===== config.mk =====
export PLATFORM = sky130hd
export DESIGN_NAME = rotor_pos_detect
export DESIGN_NICKNAME = d
export VERILOG_FILES = /design/src/rtl/rpd_pkg.sv /design/src/rtl/rpd_phase_window.sv /design/src/rtl/rpd_sample_qual.sv /design/src/rtl/rpd_hold_cmp.sv /design/src/rtl/rotor_pos_detect.sv
export SDC_FILE = /design/constraint.sdc
export NUM_CORES = 1
export LEC_CHECK = 0
export CAP_MARGIN = 10
export CORE_ASPECT_RATIO = 1.4
export CORE_MARGIN = 3
export CORE_UTILIZATION = 35
export CTS_CLUSTER_DIAMETER = 60
export DETAILED_ROUTE_END_ITERATION = 7
export PLACE_DENSITY_LB_ADDON = 0.1
export SYNTH_ARGS = -nofsm -noshare
export SYNTH_HDL_FRONTEND = slang
export SYNTH_SLANG_ARGS = --single-unit

===== constraint.sdc =====
create_clock -name clk -period 4.5 [get_ports clk]
set_clock_uncertainty 0.1 [all_clocks]
set_input_delay 0.9 -clock clk [delete_from_list [all_inputs] [get_ports clk]]
set_output_delay 0.9 -clock clk [all_outputs]
set_load 0.005 [all_outputs]

===== src/rtl/rpd_pkg.sv =====
package rpd_pkg;
  typedef enum logic [1:0] {
    SM_PWM  = 2'b00,
    SM_CONT = 2'b01,
    SM_LOW  = 2'b10,
    SM_NONE = 2'b11
  } samp_mode_e;

  typedef enum logic {
    DM_MATCH  = 1'b0,
    DM_CHANGE = 1'b1
  } det_mode_e;
endpackage


===== src/rtl/rpd_phase_window.sv =====
// Per-phase lower-side window: reloads a delay on each rising edge of the
// conduction signal and opens once the delay has counted out.
module rpd_phase_window #(
  parameter int DLY_W = 8
) (
  input  logic             clk,
  input  logic             rst_n,
  input  logic             low_on,
  input  logic [DLY_W-1:0] dly,
  output logic             win
);
  logic [DLY_W-1:0] cnt_q, cnt_d;
  logic             prev_q;
  logic             rise;

  assign rise = low_on & ~prev_q;

  always_comb begin
    cnt_d = cnt_q;
    if (rise)
      cnt_d = dly;
    else if (cnt_q != '0)
      cnt_d = cnt_q - 1'b1;
  end

  always_ff @(posedge clk or negedge rst_n) begin
    if (!rst_n) begin
      cnt_q  <= '0;
      prev_q <= 1'b0;
    end else begin
      cnt_q  <= cnt_d;
      prev_q <= low_on;
    end
  end

  assign win = low_on & ~rise & (cnt_q == '0);
endmodule


===== src/rtl/rpd_sample_qual.sv =====
// Chooses, per phase, whether the current cycle is a sampling cycle.
module rpd_sample_qual
  import rpd_pkg::*;
#(
  parameter int POS_W = 3
) (
  input  samp_mode_e       mode,
  input  logic             active,
  input  logic             pwm_on,
  input  logic [POS_W-1:0] win,
  output logic [POS_W-1:0] samp
);
  for (genvar i = 0; i < POS_W; i++) begin : g_ph
    always_comb begin
      unique case (mode)
        SM_PWM:  samp[i] = active & pwm_on;
        SM_CONT: samp[i] = active;
        SM_LOW:  samp[i] = active & win[i];
        default: samp[i] = 1'b0;
      endcase
    end
  end
endmodule


===== src/rtl/rpd_hold_cmp.sv =====
// Held per-phase bits, live/held merge and the event comparison.
module rpd_hold_cmp #(
  parameter int POS_W = 3
) (
  input  logic             clk,
  input  logic             rst_n,
  input  logic             load,
  input  logic [POS_W-1:0] load_val,
  input  logic [POS_W-1:0] samp,
  input  logic [POS_W-1:0] pos_in,
  input  logic [POS_W-1:0] ref_pat,
  input  logic             change_mode,
  output logic             hit
);
  logic [POS_W-1:0] held_q, held_d;
  logic [POS_W-1:0] merged;

  for (genvar i = 0; i < POS_W; i++) begin : g_bit
    assign merged[i] = samp[i] ? pos_in[i] : held_q[i];
    always_comb begin
      if (load)
        held_d[i] = load_val[i];
      else if (samp[i])
        held_d[i] = pos_in[i];
      else
        held_d[i] = held_q[i];
    end
  end

  always_ff @(posedge clk or negedge rst_n) begin
    if (!rst_n) held_q <= '0;
    else        held_q <= held_d;
  end

  assign hit = (|samp) & (change_mode ? (merged != ref_pat) : (merged == ref_pat));
endmodule


===== src/rtl/rotor_pos_detect.sv =====
module rotor_pos_detect
  import rpd_pkg::*;
#(
  parameter int POS_W = 3,
  parameter int DLY_W = 8
) (
  input  logic             clk,
  input  logic             rst_n,
  input  logic             enable,
  input  logic [POS_W-1:0] pos_in,
  input  logic             pwm_on,
  input  logic [POS_W-1:0] low_on,
  input  logic             tmr_start,
  input  logic             tmr_stop,
  input  logic             sw_start,
  input  logic             det_mode,
  input  logic [1:0]       samp_mode,
  input  logic [POS_W-1:0] expect_pat,
  input  logic [DLY_W-1:0] dly_cnt,
  output logic             irq,
  output logic             busy,
  output logic [POS_W-1:0] start_pat
);
  logic             active_q, active_d;
  logic             irq_q, irq_d;
  det_mode_e        det_q, det_d;
  samp_mode_e       sm_q, sm_d;
  logic [POS_W-1:0] exp_q, exp_d;
  logic [POS_W-1:0] cap_q, cap_d;

  logic             start_req, stop_req;
  logic [POS_W-1:0] win, samp;
  logic [POS_W-1:0] ref_pat, load_val;
  logic             hit;

  assign start_req = enable & (tmr_start | sw_start);
  assign stop_req  = tmr_stop | ~enable;

  for (genvar i = 0; i < POS_W; i++) begin : g_win
    rpd_phase_window #(.DLY_W(DLY_W)) u_win (
      .clk    (clk),
      .rst_n  (rst_n),
      .low_on (low_on[i]),
      .dly    (dly_cnt),
      .win    (win[i])
    );
  end

  rpd_sample_qual #(.POS_W(POS_W)) u_qual (
    .mode   (sm_q),
    .active (active_q),
    .pwm_on (pwm_on),
    .win    (win),
    .samp   (samp)
  );

  assign ref_pat  = (det_q == DM_CHANGE) ? cap_q : exp_q;
  assign load_val = (det_mode == 1'b1) ? pos_in : expect_pat;

  rpd_hold_cmp #(.POS_W(POS_W)) u_cmp (
    .clk         (clk),
    .rst_n       (rst_n),
    .load        (start_req & ~stop_req),
    .load_val    (load_val),
    .samp        (samp),
    .pos_in      (pos_in),
    .ref_pat     (ref_pat),
    .change_mode (det_q == DM_CHANGE),
    .hit         (hit)
  );

  always_comb begin
    active_d = active_q;
    irq_d    = 1'b0;
    det_d    = det_q;
    sm_d     = sm_q;
    exp_d    = exp_q;
    cap_d    = cap_q;
    if (stop_req) begin
      active_d = 1'b0;
    end else if (start_req) begin
      active_d = 1'b1;
      det_d    = det_mode_e'(det_mode);
      sm_d     = samp_mode_e'(samp_mode);
      exp_d    = expect_pat;
      cap_d    = pos_in;
    end else if (active_q && hit) begin
      active_d = 1'b0;
      irq_d    = 1'b1;
    end
  end

  always_ff @(posedge clk or negedge rst_n) begin
    if (!rst_n) begin
      active_q <= 1'b0;
      irq_q    <= 1'b0;
      det_q    <= DM_MATCH;
      sm_q     <= SM_PWM;
      exp_q    <= '0;
      cap_q    <= '0;
    end else begin
      active_q <= active_d;
      irq_q    <= irq_d;
      det_q    <= det_d;
      sm_q     <= sm_d;
      exp_q    <= exp_d;
      cap_q    <= cap_d;
    end
  end

  assign irq       = irq_q;
  assign busy      = active_q;
  assign start_pat = cap_q;
endmodule


**Word level (Yosys, flattened, before mapping)**

Cells that the tools add are included.

- Add/subtract/negate cells: 3
- Equal/unequal tests: 4
- Mux-type cells: 24
- Bitwise logic cells: 26
- Reductions and logical operators: 14

Operator list:

| kind | count |
|---|---|
| $mux W8 | 6 |
| $logic_not A8 Y1 | 3 |
| $reduce_bool A8 Y1 | 3 |
| $sub A8 B1 Y8 const B | 3 |
| $and A1 B1 Y1 | 16 |
| $mux W1 | 13 |
| $pmux W1 S3 | 3 |
| $not A1 Y1 | 8 |
| $mux W3 | 2 |
| $reduce_bool A2 Y1 | 3 |
| $eq A3 B3 Y1 | 1 |
| $ne A3 B3 Y1 | 1 |
| $reduce_bool A3 Y1 | 1 |
| $reduce_or A3 Y1 | 1 |
| $eq A2 B1 Y1 const B | 1 |
| $eq A2 B2 Y1 const B | 1 |
| $logic_not A2 Y1 | 1 |
| $or A1 B1 Y1 | 2 |
| $reduce_and A2 Y1 | 1 |
| $logic_and A1 B1 Y1 | 1 |

- Register bits after elaboration: 41
- Bits of input ports: 27
- Output and inout port bits: 5
- Logic and storage cells: 84

**Logic depth before layout (Yosys ltp)**

- Word-level depth: 15
- Depth in mapped cells: 8
- Mapped depth without buffers: 8

**Modules after synthesis**

A second synthesis with hierarchy kept.

- Cells, all modules: 248
- Area, all modules: 2,463.6 um^2

Modules (own cells, without submodules):

| module | instances | cells an instance | area an instance (um^2) | seq. area each (um^2) |
|---|---|---|---|---|
| rpd_phase_window | 3 | 63 | 556.8 | 225.2 |
| rotor_pos_detect | 1 | 33 | 543.0 | 275.3 |
| rpd_hold_cmp | 1 | 19 | 197.7 | 75.1 |
| rpd_sample_qual | 1 | 7 | 52.6 | 0.0 |

**Worst setup path after synthesis**

Ideal clock, no wire load.

- Path kind: flip-flop to flip-flop
- From: register g_win[2].u_win.cnt_q[0]
- To: register active_q (netlist: busy)
- Setup time: 0.120 ns
- Arrival time: 2.465 ns
- Required time: 4.280 ns
- Slack: 1.816 ns
- Stages on the path, launching flop included: 9
- Buffers on the path: 0
- Period minus slack after synthesis: 2.684 ns
- Cell sequence: dfrtp_1 > inv_1 > ha_1 > or3b_2 > or4_4 > o211ai_2 > xnor2_1 > or4_1 > and3_1

- Word-level cells in the longest chain between the ends: 10
- Elaborated cells between the ends (all ways): 12
- Classes of those cells: 2 x eq/ne; 3 x mux; 3 x bitwise; 4 x reduce/logical

RTL lines:

| what | RTL line | RTL |
|---|---|---|
| start: declaration | rpd_phase_window.sv:12 | `logic [DLY_W-1:0] cnt_q, cnt_d;` |
| start signal: assignment | rpd_phase_window.sv:31 | `cnt_q <= cnt_d;` |
| $logic_not A8 Y1 (*) | rpd_phase_window.sv:36 | `assign win = low_on & ~rise & (cnt_q == '0);` |
| $and A1 B1 Y1 (*) | rpd_phase_window.sv:36 |  |
| $and A1 B1 Y1 (*) | rpd_sample_qual.sv:18 | `SM_LOW: samp[i] = active & win[i];` |
| $pmux W1 S3 (*) | rpd_sample_qual.sv:15 | `unique case (mode)` |
| $mux W1 | rpd_hold_cmp.sv:19 | `assign merged[i] = samp[i] ? pos_in[i] : held_q[i];` |
| $eq A3 B3 Y1 / $ne A3 B3 Y1 (equally long branches) | rpd_hold_cmp.sv:35 | `assign hit = (\|samp) & (change_mode ? (merged != ref_pat) : (merged == ref_pat));` |
| $mux W1 | rpd_hold_cmp.sv:35 |  |
| $and A1 B1 Y1 (*) | rpd_hold_cmp.sv:35 |  |
| $logic_and A1 B1 Y1 (*) | rotor_pos_detect.sv:87 | `end else if (active_q && hit) begin` |
| $reduce_bool A3 Y1 (no line) (*) | - |  |
| end signal: assignment | rotor_pos_detect.sv:102 | `active_q <= active_d;` |
| end: declaration | rotor_pos_detect.sv:24 | `logic active_q, active_d;` |

Mark *: on every way between the ends. The rest lies on a longest branch, timed or not.
A chain may end at the register's enable or synchronous reset.

**Worst setup path in the final report**

Same ends and word-level chain as after synthesis.

==> run_results.csv <==
group,metric,value,unit
setup_path,critPathArrivalTime,2.98,ns
hold_path,hold_end,"exp_q[1]$_DFFE_PN0P_",
setup_path,cpPeakStageDelay,0.51,ns
setup_path,critPathRequiredTime,4.58,ns
logic_synthesis,synth_area_leaders,"dfrtp_1, nand2_1, o21ai_0, xnor2_1, mux2i_1",
grt,grtUsageTotal,0.1626,
power_and_ir_drop,power_density,455.6,mW/mm²
logic_synthesis,async_reset_ff_frac,1.000,
die,die_w,75.32,µm
routing,drtAntennaViolNets,0,
logic_synthesis,synth_edf_count,0,
grt,grt.overflow.total,0,
clock_tree,insertion_delay,0.29,ns
hold_path,holdPathStages,2,
cells_and_area,multiInputGateArea,0.001254,mm²
logic_synthesis,yosys_warnings,0,
cells_and_area,drive_gt1_frac,0.07023,
cells_and_area,instances_no_fill,371,
grt,grt_max_degree,42,
routing,dr.pass1.iters,4,
clock_tree,clk_pin_slew_worst_paths,0.07,ns
clock_tree,clkSinkCount,41,
cells_and_area,diodes,0,
routing,drc_errors,0,
setup_path,rr_worst_depth,8,
grt,antenna_found_initial,0,
logic_synthesis,yosysMostFrequentCell,"nand2_1",
routing,finalWirelength,5762,µm
clock_tree,cts_max_path_buffers,2,
routing,viasPerCell,5.334,
setup_path,critical_path_buf_inv_count,1,
setup_path,worst-r2r-setup-slack,1.61,ns
cells_and_area,fin_nets,333,
hold_path,holdCritStartpoint,"exp_q[1]$_DFFE_PN0P_",
die,die-area,0.007762,mm²
timing,hold_viol_final,0,
cells_and_area,n_fill_cell,634,
cells_and_area,synthToLayoutAreaGrowth,19.61,%
logic_synthesis,synthCells,267,
clock_tree,ctsRootBufferMaster,"clkbuf_8",
clock_tree,ctsHtreeMaxLevel,2,
timing,slew_violations,0,
clock_tree,cts_setup_buffers,0,
clock_tree,postCtsHoldBufs,0,
grt,grt_pass1_wl,9487,µm
logic_synthesis,syn_nets,300,
setup_path,end_kind,"flip-flop",
cells_and_area,seq_area,0.001026,mm²
power_and_ir_drop,finalPower,1.283,mW
setup_path,worstReg2RegEnd,"busy$_DFFE_PN0P_",
place,dp_hpwl,4288,µm
power_and_ir_drop,p_leak,1.200,nW
logic_synthesis,ys_seq_area_frac,0.4357,
setup_path,cp_slowest_cell,"or4_1",
hold_path,hold_path.class,"flip-flop to flip-flop",
logic_synthesis,avgSynthCellArea,8.819,µm²
timing,rsz0062_at_grt,"no",
place,gp_congestion,0.8056,
die,core-area,0.006381,mm²
logic_synthesis,synth_area_leader_cell,"dfrtp_1",
run_status,status,"finished, final reports clean",
die,die_h,103.1,µm
setup_path,critical_path.top_delay_family,"simple AND/OR/NAND/NOR gates",
routing,drt_iter0_markers,64,
setup_path,timing.rr.start,"g_win[2].u_win.cnt_q[0]$_DFFE_PN0P_",
place,dp.cells,365,
die,start_util,0.3690,
place,place_ws,1.358,ns
logic_synthesis,synthFlopType,"dfrtp_1",
place,io_buffers,31,
logic_synthesis,synth_top_cell_area_share,0.4357,
job,maxCapViolCount,0,
grt,grt_pass1_vias,2019,
timing,period_share,0.6430,
die,rows,34,
clock_tree,cts_resized,0,
logic_synthesis,synthTopCellsByCount,"nand2_1, dfrtp_1, o21ai_0, nor2_1",
timing,setup_viol,0,
setup_path,crit_chain,"inv_1 > ha_1 > or3b_2 > nor4_1 > o211ai_2 > xnor2_1 > or4_1 > and3_1",
logic_synthesis,synth_cell_types,39,
setup_path,start_kind,"flip-flop",
power_and_ir_drop,peakVddDrop,141.3,µV
setup_path,path_max_fanout,4,
routing,wire_per_inst,15.53,µm
timing,setup-tns-final,0,ns
timing,period_needed,2.894,ns
logic_synthesis,syn_area,0.002355,mm²
timing,slew-limit-headroom,0.3625,
clock_tree,cts_buffers,5,
timing,fin_ws,1.606,ns
clock_tree,cts_tree,"built",
die,io_pins,32,
timing,fmax,345.6,MHz
setup_path,path_class,"flip-flop to flip-flop",
timing,tightest_slew,0.9562,ns
routing,via_count,1979,
logic_synthesis,ys_seq_elements,41,
report_power, final:
group          internal, mW  switching [mW]
Combinational         0.229           0.233
Clock                 0.102           0.126
Sequential            0.480           0.112
stage by stage:
stage / util / hold WS (ns) / instance area [µm²]
2_1_floorplan: - / 0.3450 / 2355
3_3_place_gp: 0.4298 / 0.3580 / 2743
3_5_place_dp: 0.4298 / 0.3634 / 2743
4_1_cts: 0.4414 / 0.3842 / 2816
5_1_grt: 0.4414 / 0.4014 / 2816
6_report: 0.4414 / 0.3775 / 2816
area by class of cell:
class	instances	share of cell area
Clock inverter	1	0.001777
Timing Repair Buffer	34	0.1164
Clock buffer	5	0.02443
Multi-Input combinational cell	206	0.4451
Sequential cell	41	0.3643
Tap cell	72	0.03199
Inverter	12	0.01599
state kept, by name, indices dropped and copies added (netlist names):
signal	flops
exp_q	3
busy	1
start_pat	3
u_cmp.held_q	3
irq	1
g_win.u_win.cnt_q	24
det_q	1
sm_q	2
g_win.u_win.prev_q	3
cell usage in the layout, fill, tap and decap left out, types with 5 or more instances in the layout:
cell             netlist  final
xor2_1                 6      6
nor3_1                 7      7
nor4_1                 5      5
nor2b_1                5      5
nand3_1                8      8
a21oi_1               11     11
inv_1                 12     12
clkbuf_8               0      5
nor2_1                22     22
clkdlybuf4s50_1        0     30
ha_1                   6      6
o21ai_0               23     23
xnor2_1               12     12
mux2i_1                9      9
nand2_1               47     47
dfrtp_1               41     41
worst min-delay path, stage by stage, from the launching register on:
cell and delay, ns:
dfrtp_1 0.35, nand2_1 0.05, nand2_1 0.05
metal layers:
metal,routed length [µm],vias up,GRT usage
li1,-,993,-
met1,2544,923,0.1894
met2,2845,53,0.2814
met3,231,10,0.03512
met4,141,0,0.06999
met5,0,-,0
worst max path at each step:
| stage | from | to | slack [ns] | cells past startpoint |
|---|---|---|---|---|
| floorplan | g_win[2].u_win.cnt_q[0]$_DFFE_PN0P_ | busy$_DFFE_PN0P_ | 1.82 | 8 |
| global placement | low_on[2] | busy$_DFFE_PN0P_ | 1.38 | 7 |
| detailed placement | low_on[2] | busy$_DFFE_PN0P_ | 1.36 | 7 |
| CTS | g_win[2].u_win.cnt_q[0]$_DFFE_PN0P_ | busy$_DFFE_PN0P_ | 1.57 | 8 |
| global route | g_win[2].u_win.cnt_q[0]$_DFFE_PN0P_ | busy$_DFFE_PN0P_ | 1.37 | 8 |
| finish | g_win[2].u_win.cnt_q[0]$_DFFE_PN0P_ | busy$_DFFE_PN0P_ | 1.61 | 8 |
kinds of logic (layout without fill, tap and decap cells):
family,count (synthesis),in the layout,synth area share
compound gates,50,50,0.1318
xor+xnor,18,18,0.06695
fa+ha+maj,6,6,0.03188
buf+inv,20,52,0.03188
flops,41,41,0.4357
mux,11,11,0.04782
simple gates,121,121,0.2540
Power figures use the tool's default switching activity.
